`src/rtl/oneshot_pkg.sv`:
```
`timescale 1ns/1ps
// Package: shared types for the retriggerable one-shot.
// Assumes: nothing; holds only types and default constants.
package oneshot_pkg;

    // Default synchroniser depth for the asynchronous inputs.
    localparam int DEF_SYNC_STAGES = 2;

    // Qualified edge flags produced by the trigger detector.
    typedef struct packed {
        logic a_fall;   // falling edge of the low-active trigger, enabled
        logic b_rise;   // rising edge of the high-active trigger, enabled
    } trig_edges_t;

endpackage

```
`src/rtl/os_sync.sv`:
```
`timescale 1ns/1ps
// Module: os_sync
// Purpose: multi-stage synchroniser for one asynchronous level.
// Assumes: STAGES >= 1; synchronous active-low reset loads RST_VAL into
// every stage so edge detection downstream sees no false transition.
module os_sync #(
    parameter int   STAGES  = 2,
    parameter logic RST_VAL = 1'b0
) (
    input  logic clk,
    input  logic rst_n,
    input  logic d,
    output logic q
);

    logic [STAGES-1:0] chain;

    generate
        if (STAGES == 1) begin : g_one
            // Single flop capture of the input.
            always_ff @(posedge clk) begin
                if (!rst_n) chain <= RST_VAL;
                else        chain <= d;
            end
        end else begin : g_multi
            // Shift the input through the flop chain.
            always_ff @(posedge clk) begin
                if (!rst_n) chain <= {STAGES{RST_VAL}};
                else        chain <= {chain[STAGES-2:0], d};
            end
        end
    endgenerate

    assign q = chain[STAGES-1];

endmodule

```
`src/rtl/os_trig_detect.sv`:
```
`timescale 1ns/1ps
// Module: os_trig_detect
// Purpose: finds qualified trigger edges on synchronised inputs and merges
// them into a single fire strobe when the block is ready.
// Assumes: a_s and b_s are already synchronous to clk. History reset values
// (A low, B high) guarantee no edge can appear from reset values alone.
module os_trig_detect
    import oneshot_pkg::*;
(
    input  logic        clk,
    input  logic        rst_n,
    input  logic        a_s,
    input  logic        b_s,
    input  logic        ready,
    output trig_edges_t edges,
    output logic        fire
);

    logic a_prev;
    logic b_prev;

    // Keep one cycle of history for each synchronised input.
    always_ff @(posedge clk) begin
        if (!rst_n) begin
            a_prev <= 1'b0;
            b_prev <= 1'b1;
        end else begin
            a_prev <= a_s;
            b_prev <= b_s;
        end
    end

    // Qualify each edge with the level of the opposite input.
    always_comb begin
        edges.a_fall = a_prev & ~a_s & b_s;
        edges.b_rise = ~b_prev & b_s & ~a_s;
    end

    // Any qualified edge in a cycle is one trigger, gated by readiness.
    assign fire = ready & (edges.a_fall | edges.b_rise);

endmodule

```
`src/rtl/os_clear_ctrl.sv`:
```
`timescale 1ns/1ps
// Module: os_clear_ctrl
// Purpose: handles the asynchronous clear: synchronises its release and
// holds off triggers for REC_CYCLES cycles after the release (and after reset).
// Assumes: clr_n may change at any time; assertion acts at once,
// release is seen after SYNC_STAGES clock edges.
module os_clear_ctrl #(
    parameter int SYNC_STAGES = 2,
    parameter int REC_CYCLES  = 4
) (
    input  logic clk,
    input  logic rst_n,
    input  logic clr_n,
    output logic ready
);

    localparam int RW = (REC_CYCLES < 1) ? 1 : $clog2(REC_CYCLES + 1);
    localparam logic [RW-1:0] REC_LOAD = RW'(REC_CYCLES);

    logic [SYNC_STAGES-1:0] rel_chain;
    logic                   clr_ok;
    logic [RW-1:0]          rec_cnt;

    generate
        if (SYNC_STAGES == 1) begin : g_one
            // Release synchroniser, cleared at once by clr_n.
            always_ff @(posedge clk or negedge clr_n) begin
                if (!clr_n)      rel_chain <= 1'b0;
                else if (!rst_n) rel_chain <= 1'b0;
                else             rel_chain <= 1'b1;
            end
        end else begin : g_multi
            // Release synchroniser chain, cleared at once by clr_n.
            always_ff @(posedge clk or negedge clr_n) begin
                if (!clr_n)      rel_chain <= '0;
                else if (!rst_n) rel_chain <= '0;
                else             rel_chain <= {rel_chain[SYNC_STAGES-2:0], 1'b1};
            end
        end
    endgenerate

    assign clr_ok = rel_chain[SYNC_STAGES-1];

    // Recovery countdown, reloaded while clear or reset is in force.
    always_ff @(posedge clk or negedge clr_n) begin
        if (!clr_n)          rec_cnt <= REC_LOAD;
        else if (!rst_n)     rec_cnt <= REC_LOAD;
        else if (!clr_ok)    rec_cnt <= REC_LOAD;
        else if (rec_cnt != '0) rec_cnt <= rec_cnt - 1'b1;
    end

    assign ready = clr_ok & (rec_cnt == '0);

endmodule

```
`src/rtl/os_pulse_timer.sv`:
```
`timescale 1ns/1ps
// Module: os_pulse_timer
// Purpose: counts the pulse length; loads on fire, counts down otherwise.
// Assumes: fire is synchronous; clr_n clears the count asynchronously so
// the output drops without a clock. A zero width loads as one.
module os_pulse_timer #(
    parameter int WIDTH_W = 8
) (
    input  logic               clk,
    input  logic               rst_n,
    input  logic               clr_n,
    input  logic               fire,
    input  logic [WIDTH_W-1:0] width,
    output logic               active
);

    logic [WIDTH_W-1:0] cnt;
    logic [WIDTH_W-1:0] load_val;

    // Map a zero width to a single cycle.
    always_comb begin
        load_val = (width == '0) ? WIDTH_W'(1) : width;
    end

    // Remaining-cycle counter; a fire always reloads, giving retrigger.
    always_ff @(posedge clk or negedge clr_n) begin
        if (!clr_n)         cnt <= '0;
        else if (!rst_n)    cnt <= '0;
        else if (fire)      cnt <= load_val;
        else if (cnt != '0) cnt <= cnt - 1'b1;
    end

    assign active = (cnt != '0);

endmodule

```
`src/rtl/retrig_oneshot.sv`:
```
`timescale 1ns/1ps
// Module: retrig_oneshot (top)
// Purpose: retriggerable monostable with two opposite-sense trigger inputs,
// an asynchronous clear and a post-clear recovery hold-off.
// Assumes: trigger inputs are asynchronous; latency from input change to
// pulse_q rising is SYNC_STAGES + 1 clock edges.
module retrig_oneshot
    import oneshot_pkg::*;
#(
    parameter int WIDTH_W     = 8,
    parameter int REC_CYCLES  = 4,
    parameter int SYNC_STAGES = DEF_SYNC_STAGES
) (
    input  logic               clk,
    input  logic               rst_n,
    input  logic               clr_n,
    input  logic               trig_a_n,
    input  logic               trig_b,
    input  logic [WIDTH_W-1:0] width,
    output logic               pulse_q,
    output logic               pulse_qn
);

    logic        a_s;
    logic        b_s;
    logic        ready;
    logic        fire;
    logic        active;
    trig_edges_t edges;

    os_sync #(.STAGES(SYNC_STAGES), .RST_VAL(1'b0)) u_sync_a (
        .clk   (clk),
        .rst_n (rst_n),
        .d     (trig_a_n),
        .q     (a_s)
    );

    os_sync #(.STAGES(SYNC_STAGES), .RST_VAL(1'b1)) u_sync_b (
        .clk   (clk),
        .rst_n (rst_n),
        .d     (trig_b),
        .q     (b_s)
    );

    os_clear_ctrl #(.SYNC_STAGES(SYNC_STAGES), .REC_CYCLES(REC_CYCLES)) u_clear (
        .clk   (clk),
        .rst_n (rst_n),
        .clr_n (clr_n),
        .ready (ready)
    );

    os_trig_detect u_detect (
        .clk   (clk),
        .rst_n (rst_n),
        .a_s   (a_s),
        .b_s   (b_s),
        .ready (ready),
        .edges (edges),
        .fire  (fire)
    );

    os_pulse_timer #(.WIDTH_W(WIDTH_W)) u_timer (
        .clk    (clk),
        .rst_n  (rst_n),
        .clr_n  (clr_n),
        .fire   (fire),
        .width  (width),
        .active (active)
    );

    assign pulse_q  = active;
    assign pulse_qn = ~active;

endmodule

```
`config.mk`:
```
export PLATFORM = sky130hd
export DESIGN_NAME = retrig_oneshot
export DESIGN_NICKNAME = d
export VERILOG_FILES = /design/src/rtl/oneshot_pkg.sv /design/src/rtl/os_sync.sv /design/src/rtl/os_trig_detect.sv /design/src/rtl/os_clear_ctrl.sv /design/src/rtl/os_pulse_timer.sv /design/src/rtl/retrig_oneshot.sv
export SDC_FILE = /design/constraint.sdc
export NUM_CORES = 1
export LEC_CHECK = 0
export ABC_CLOCK_PERIOD_IN_PS = 6080
export BUFFER_PORTS_ARGS = -buffer_cell sky130_fd_sc_hd__buf_4
export CAP_MARGIN = 30
export CORE_UTILIZATION = 60
export CTS_BUF_LIST = sky130_fd_sc_hd__clkbuf_8
export CTS_CLUSTER_SIZE = 30
export DETAILED_ROUTE_END_ITERATION = 16
export HOLD_SLACK_MARGIN = 0.15
export PLACE_DENSITY = 0.9
export SYNTH_ARGS = -nofsm -noshare
export SYNTH_HDL_FRONTEND = slang
export SYNTH_HIERARCHICAL = 1
export SYNTH_SLANG_ARGS = --single-unit
```
`constraint.sdc`:
```
create_clock -name clk -period 6.08 [get_ports clk]
set_input_delay 0.608 -clock clk [delete_from_list [all_inputs] [get_ports clk]]
set_output_delay 0.608 -clock clk [all_outputs]
set_load 0.01 [all_outputs]
```
==> reports/results.tsv, run 1 <==
stage	metric	value	unit
cells_and_area	antenna_cells	0	
detailed_routing	finalWirelength	1.891	mm
cells_and_area	fillCellCount	84	
clocking	cts_setup_buffers	0	
sta	fin_ws	3364	ps
sta	relSlewSlack	0.7296	
worst_setup_path	worstPathRequired	5470	ps
sta	slew_viol_final	0	
worst_setup_path	slowest_stage	or4b_1	
sta	setup_tns	0	ps
worst_setup_path	arrival	2110	ps
cells_and_area	stdcell_area	0.001076	mm2
pwr	ir_worst_vdd	0.3005	mV
placed_design	gp_congestion	0.8809	
global_routing	antenna_found_initial	0	
detailed_routing	wire_per_inst	15.50	um
clocking	cts_made_buffers	3	
cells_and_area	layout_common_cells	14 x buf_4, 12 x dfrtp_1, 11 x inv_1, 8 x nor2_1, 6 x dfxtp_1	
global_routing	grt_usage	0.2718	
global_routing	globalRoute.totalOverflow	0	
synth	synth.cell_area	915.9	um2
die	core_area	0.001366	mm2
clocking	htree_levels	1	
placed_design	dpl_cell_area	0.001031	mm2
synth	synthCells	91	
die	rows	13	
pwr	leakage	0.5037	nW
placed_design	dpl.cell_count	118	
synth	syn_avg_cell_area	10.06	um2
cells_and_area	layout_commonest_cell	buf_4	
worst_setup_path	crit_path_start_kind	register	
clocking	hold_buffers	0	
global_routing	grt_max_degree	16	
die	die-width	41.07	um
clocking	numClockSinks	19	
cells_and_area	drive_gt1_frac	0.2336	
clocking	cts-resized-gates	0	
synth	synth_warnings	6	
clocking	clk-insertion-delay-late	250	ps
clocking	cts-root-buf	clkbuf_8	
min_path	min_path_type	input pin to async pin	
global_routing	grt_pass1_wl	2.822	mm
sta	timing.fmax	0.3682	GHz
placed_design	preCtsSetupSlack	3662	ps
status	status	complete, no violations	
worst_setup_path	crit_chain	or4_4 > or4b_1 > inv_1 > buf_4	
clocking	cts_max_path_buffers	2	
pwr	p_per_area	428.8	mW/mm2
worst_setup_path	worst_setup_path_end_kind	output port	
sta	fin_crit_sh	0.4467	
die	dieArea	0.001687	mm2
clocking	path_clk_slew	70	ps
sta	finalHoldViolCount	0	
detailed_routing	drc_errors	0	
worst_setup_path	path_class	register to output port	
placed_design	place.port_buffers	14	
detailed_routing	final_antenna_net_count	0	
die	pin_count	15	
placed_design	hpwl	1.381	mm
die	initial_utilization	0.6703	
worst_setup_path	worst-path-max-fanout	8	
sta	min_period	2716	ps
sta	setup_viol	0	
cells_and_area	fin_cells	122	
sta	rsz0062_at_grt	false	
global_routing	grt_pass1_vias	643	
sta	worst_pin_slew	401.9	ps
sta	fin_skew	2.522	ps
detailed_routing	vias	724	
worst_setup_path	critPathTopFamily	simple AND/OR/NAND/NOR gates	
synth	synth_nets	108	
worst_setup_path	path_buf_inv	2	
detailed_routing	drt_pass1_iterations	4	
cells_and_area	syn2layout_area_growth	17.49	%
worst_setup_path	cp_slowest_stage_delay	650	ps
clocking	cts_tree	done	
detailed_routing	drtIter0Drc	43	
pwr	p_total	0.0004614	W
job	maxCapViolCount	0	
cells_and_area	nNetsFinal	125	
detailed_routing	viasPerCell	5.934	
die	die_h	41.07	um
routing by layer:
| metal | share of wire | up-vias | track usage | wire length, um |
|---|---|---|---|---|
| met2 | 0.52 | 46 | 0.4609 | 979 |
| met1 | 0.39 | 334 | 0.3403 | 732 |
| met5 | 0 | - | 0 | 0 |
| met4 | 0.014 | 0 | 0.1000 | 27 |
| li1 | - | 340 | - | - |
| met3 | 0.080 | 4 | 0.04891 | 151 |
per-stage QoR:
step / hold WS (ps) / utilization
floorplan: 312.4 / -
global placement: 390.4 / 0.7546
detailed placement: 403.5 / 0.7546
CTS: 187.7 / 0.7875
global route: 194.1 / 0.7875
finish: 186.5 / 0.7875
registers in the layout (all words and copies together) (netlist names):
register / count
u_timer/cnt: 8
u_clear/rec_cnt: 3
u_clear/rel_chain: 2
u_sync_a/chain: 2
u_sync_b/chain: 2
u_detect/a_prev: 1
u_detect/b_prev: 1
final cells by class:
| class | count | area, um2 | share of cell area |
|---|---|---|---|
| Multi-Input combinational cell | 59 | 419.2 | 0.3895 |
| Clock buffer | 3 | 41.29 | 0.03837 |
| Inverter | 11 | 41.29 | 0.03837 |
| Sequential cell | 19 | 446.7 | 0.4151 |
| Tap cell | 15 | 18.77 | 0.01744 |
| Clock inverter | 1 | 3.754 | 0.003488 |
| Timing Repair Buffer | 14 | 105.1 | 0.09767 |
where the power goes:
part           internal (W)  leakage [nW]  switching [W]  total (W)
Combinational     0.0000970         0.260       0.000101   0.000198
Clock             0.0000448        0.0269      0.0000381  0.0000829
Sequential         0.000153         0.217      0.0000274   0.000181
final timing paths:
path / endpoint / slack [ps] / startpoint / depth (start not counted)
worst max-delay path: pulse_qn / 3360 / u_timer/cnt[3] / 4
worst min-delay path: u_timer/cnt[3] / 190 / clr_n / 1
worst max register to register: u_timer/cnt[5] / 3930 / u_timer/cnt[3] / 4
worst min register to register: u_sync_b/chain[1] / 420 / u_sync_b/chain[0] / 1
max in group asynchronous: u_clear/rec_cnt[2] / 5660 / clr_n / 1
min in group clk: u_sync_b/chain[1] / 420 / u_sync_b/chain[0] / 1
No activity file was read; power rests on OpenSTA's default activity.
==> run 2, diff against run 1 <==
--- a/config.mk
+++ b/config.mk
@@ -5,15 +5,15 @@
 export SDC_FILE = /design/constraint.sdc
 export NUM_CORES = 1
 export LEC_CHECK = 0
-export ABC_CLOCK_PERIOD_IN_PS = 6080
+export ABC_CLOCK_PERIOD_IN_PS = 2260
 export BUFFER_PORTS_ARGS = -buffer_cell sky130_fd_sc_hd__buf_4
 export CAP_MARGIN = 30
-export CORE_UTILIZATION = 60
+export CORE_UTILIZATION = 51
 export CTS_BUF_LIST = sky130_fd_sc_hd__clkbuf_8
 export CTS_CLUSTER_SIZE = 30
 export DETAILED_ROUTE_END_ITERATION = 16
 export HOLD_SLACK_MARGIN = 0.15
-export PLACE_DENSITY = 0.9
+export PLACE_DENSITY = 0.82
 export SYNTH_ARGS = -nofsm -noshare
 export SYNTH_HDL_FRONTEND = slang
 export SYNTH_HIERARCHICAL = 1
==> constraint.sdc (replaced) <==
create_clock -name clk -period 2.26 [get_ports clk]
set_input_delay 0.226 -clock clk [delete_from_list [all_inputs] [get_ports clk]]
set_output_delay 0.226 -clock clk [all_outputs]
set_load 0.01 [all_outputs]
==> reports/results.tsv, run 2 (synthesis results as in run 1) <==
stage	metric	value	unit	change
die	die-width	44.38	um	+8.0%
sta	fin_skew	1.135	ps	-1.387 ps
clocking	cts_max_path_buffers	2		unchanged
die	initial_utilization	0.5746		-0.09576
clocking	htree_levels	1		unchanged
global_routing	grt_pass1_vias	675		+5.0%
worst_setup_path	crit_path_start_kind	register		
die	pin_count	15		unchanged
cells_and_area	nNetsFinal	130		+4.0%
global_routing	globalRoute.totalOverflow	0		unchanged
sta	worst_pin_slew	370.5	ps	-31.42 ps
sta	fin_crit_sh	0.9775		
worst_setup_path	worstPathRequired	2030	ps	-3440 ps
cells_and_area	layout_common_cells	18 x buf_4, 12 x dfrtp_1, 11 x inv_1, 8 x nor2_1, 6 x dfxtp_1		
detailed_routing	drt_pass1_iterations	4		unchanged
sta	relSlewSlack	0.7507		+0.02114
pwr	p_total	0.001286	W	+180%
pwr	ir_worst_vdd	0.7214	mV	+140%
worst_setup_path	worst_setup_path_end_kind	output port		
detailed_routing	wire_per_inst	13.23	um	-15%
sta	setup_viol	0		unchanged
die	die_h	44.38	um	+8.0%
cells_and_area	antenna_cells	0		unchanged
worst_setup_path	arrival	1980	ps	-130 ps
detailed_routing	drtIter0Drc	15		-65%
detailed_routing	drc_errors	0		unchanged
worst_setup_path	worst-path-max-fanout	7		-1
pwr	p_per_area	1137	mW/mm2	+170%
pwr	leakage	0.5296	nW	+5.1%
worst_setup_path	slowest_stage	or4b_4		
cells_and_area	syn2layout_area_growth	23.50	%	
cells_and_area	largest_reg_flops	8		unchanged
job	maxCapViolCount	0		unchanged
cells_and_area	regMostFlops	u_timer/cnt		
placed_design	hpwl	1.334	mm	-3.4%
sta	timing.fmax	0.4527	GHz	
cells_and_area	drive_gt1_frac	0.2679		+0.03421
die	dieArea	0.001969	mm2	+17%
global_routing	grt_pass1_wl	2.794	mm	-0.99%
detailed_routing	vias	713		-1.5%
global_routing	grt_usage	0.1991		-0.07265
status	status	complete, no violations		
die	rows	14		+1
worst_setup_path	path_class	register to output port		
clocking	numClockSinks	19		unchanged
worst_setup_path	crit_chain	or4_4 > or4b_4 > inv_1 > buf_4		
worst_setup_path	cp_slowest_stage_delay	590	ps	-60 ps
clocking	clk-insertion-delay-late	250	ps	about the same
cells_and_area	reg_top3	u_timer/cnt: 8 flops, u_clear/rec_cnt: 3 flops		
sta	rsz0062_at_grt	false		
placed_design	gp_congestion	0.9750		+11%
clocking	cts_tree	done		
clocking	cts_made_buffers	3		unchanged
die	core_area	0.001594	mm2	+17%
sta	finalHoldViolCount	0		unchanged
global_routing	grt_max_degree	16		unchanged
clocking	path_clk_slew	60	ps	about the same
sta	min_period	2209	ps	
detailed_routing	viasPerCell	5.243		-12%
min_path	min_path_type	input pin to register		
detailed_routing	final_antenna_net_count	0		unchanged
sta	setup_tns	0	ps	unchanged
sta	slew_viol_final	0		unchanged
placed_design	place.port_buffers	14		unchanged
cells_and_area	utilization	0.7096		-0.07797
cells_and_area	layout_commonest_cell	buf_4		
worst_setup_path	path_buf_inv	2		unchanged
detailed_routing	finalWirelength	1.799	mm	-4.9%
global_routing	antenna_found_initial	0		unchanged
worst_setup_path	critPathTopFamily	simple AND/OR/NAND/NOR gates		
clocking	cts-root-buf	clkbuf_8		
run 2: cell types whose count changed in the layout (fill, tap and decap cells not counted):
cell,change
buf_4,+4
or4b_1,-1
or4b_4,+1
dlygate4sd3_1,+1
run 2: stage by stage:
step / area (um2) / std cells / hold WS [ps] / setup WS (ps)
floorplan: 915.9 / 91 / -69.59 / 292.7
detailed placement: 1050 / 128 / 75.12 / 165.2
CTS: 1109 / 133 / 158.9 / 35.78
finish: 1131 / 136 / 162.9 / 50.95
global placement: 1050 / 128 / 72.79 / 227.0
global route: 1131 / 136 / 167.7 / 0.1632
run 2: final timing paths:
kind | endpoint | cells past startpoint | from | slack (ps)
min in group asynchronous | u_timer/cnt[3] | 2 | clr_n | 360
max reg2reg | u_timer/cnt[5] | 5 | u_timer/cnt[5] | 130
min reg2reg | u_sync_b/chain[1] | 1 | u_sync_b/chain[0] | 410
min | u_sync_b/chain[0] | 2 | trig_b | 160
max in group asynchronous | u_clear/rec_cnt[2] | 2 | clr_n | 1670
max | pulse_qn | 4 | u_timer/cnt[5] | 50
run 2: layout make-up:
cell class	instances	area, um2
Fill cell	117	462.9
Sequential cell	19	446.7
Multi-Input combinational cell	59	422.9
Timing Repair Buffer	19	145.1
Clock buffer	3	41.29
Inverter	11	41.29
Tap cell	24	30.03
Clock inverter	1	3.754
run 2: report_power, final:
| group | internal (W) | switching (W) | leakage, nW |
|---|---|---|---|
| Sequential | 0.000412 | 0.0000742 | 0.217 |
| Combinational | 0.000306 | 0.000271 | 0.286 |
| Clock | 0.000120 | 0.000102 | 0.0269 |
| Total | 0.000839 | 0.000447 | 0.530 |
run 2: routing by layer:
| layer | share of wire | up-vias | global-route usage |
|---|---|---|---|
| met3 | 0.032 | 0 | 0.07347 |
| met4 | 0 | 0 | 0.01818 |
| met2 | 0.52 | 13 | 0.3441 |
| met1 | 0.45 | 349 | 0.2474 |
| li1 | - | 351 | - |
| met5 | 0 | - | 0 |
run 2: what timing repair did:
item / CTS / global route
hold buffers: 1 / 0
setup buffers: 0 / 3
endpoints found under the hold margin: 13 / 0
gates resized for setup: 1 / 0
pin swaps: 0 / 2
setup endpoints to repair: 2 / 1
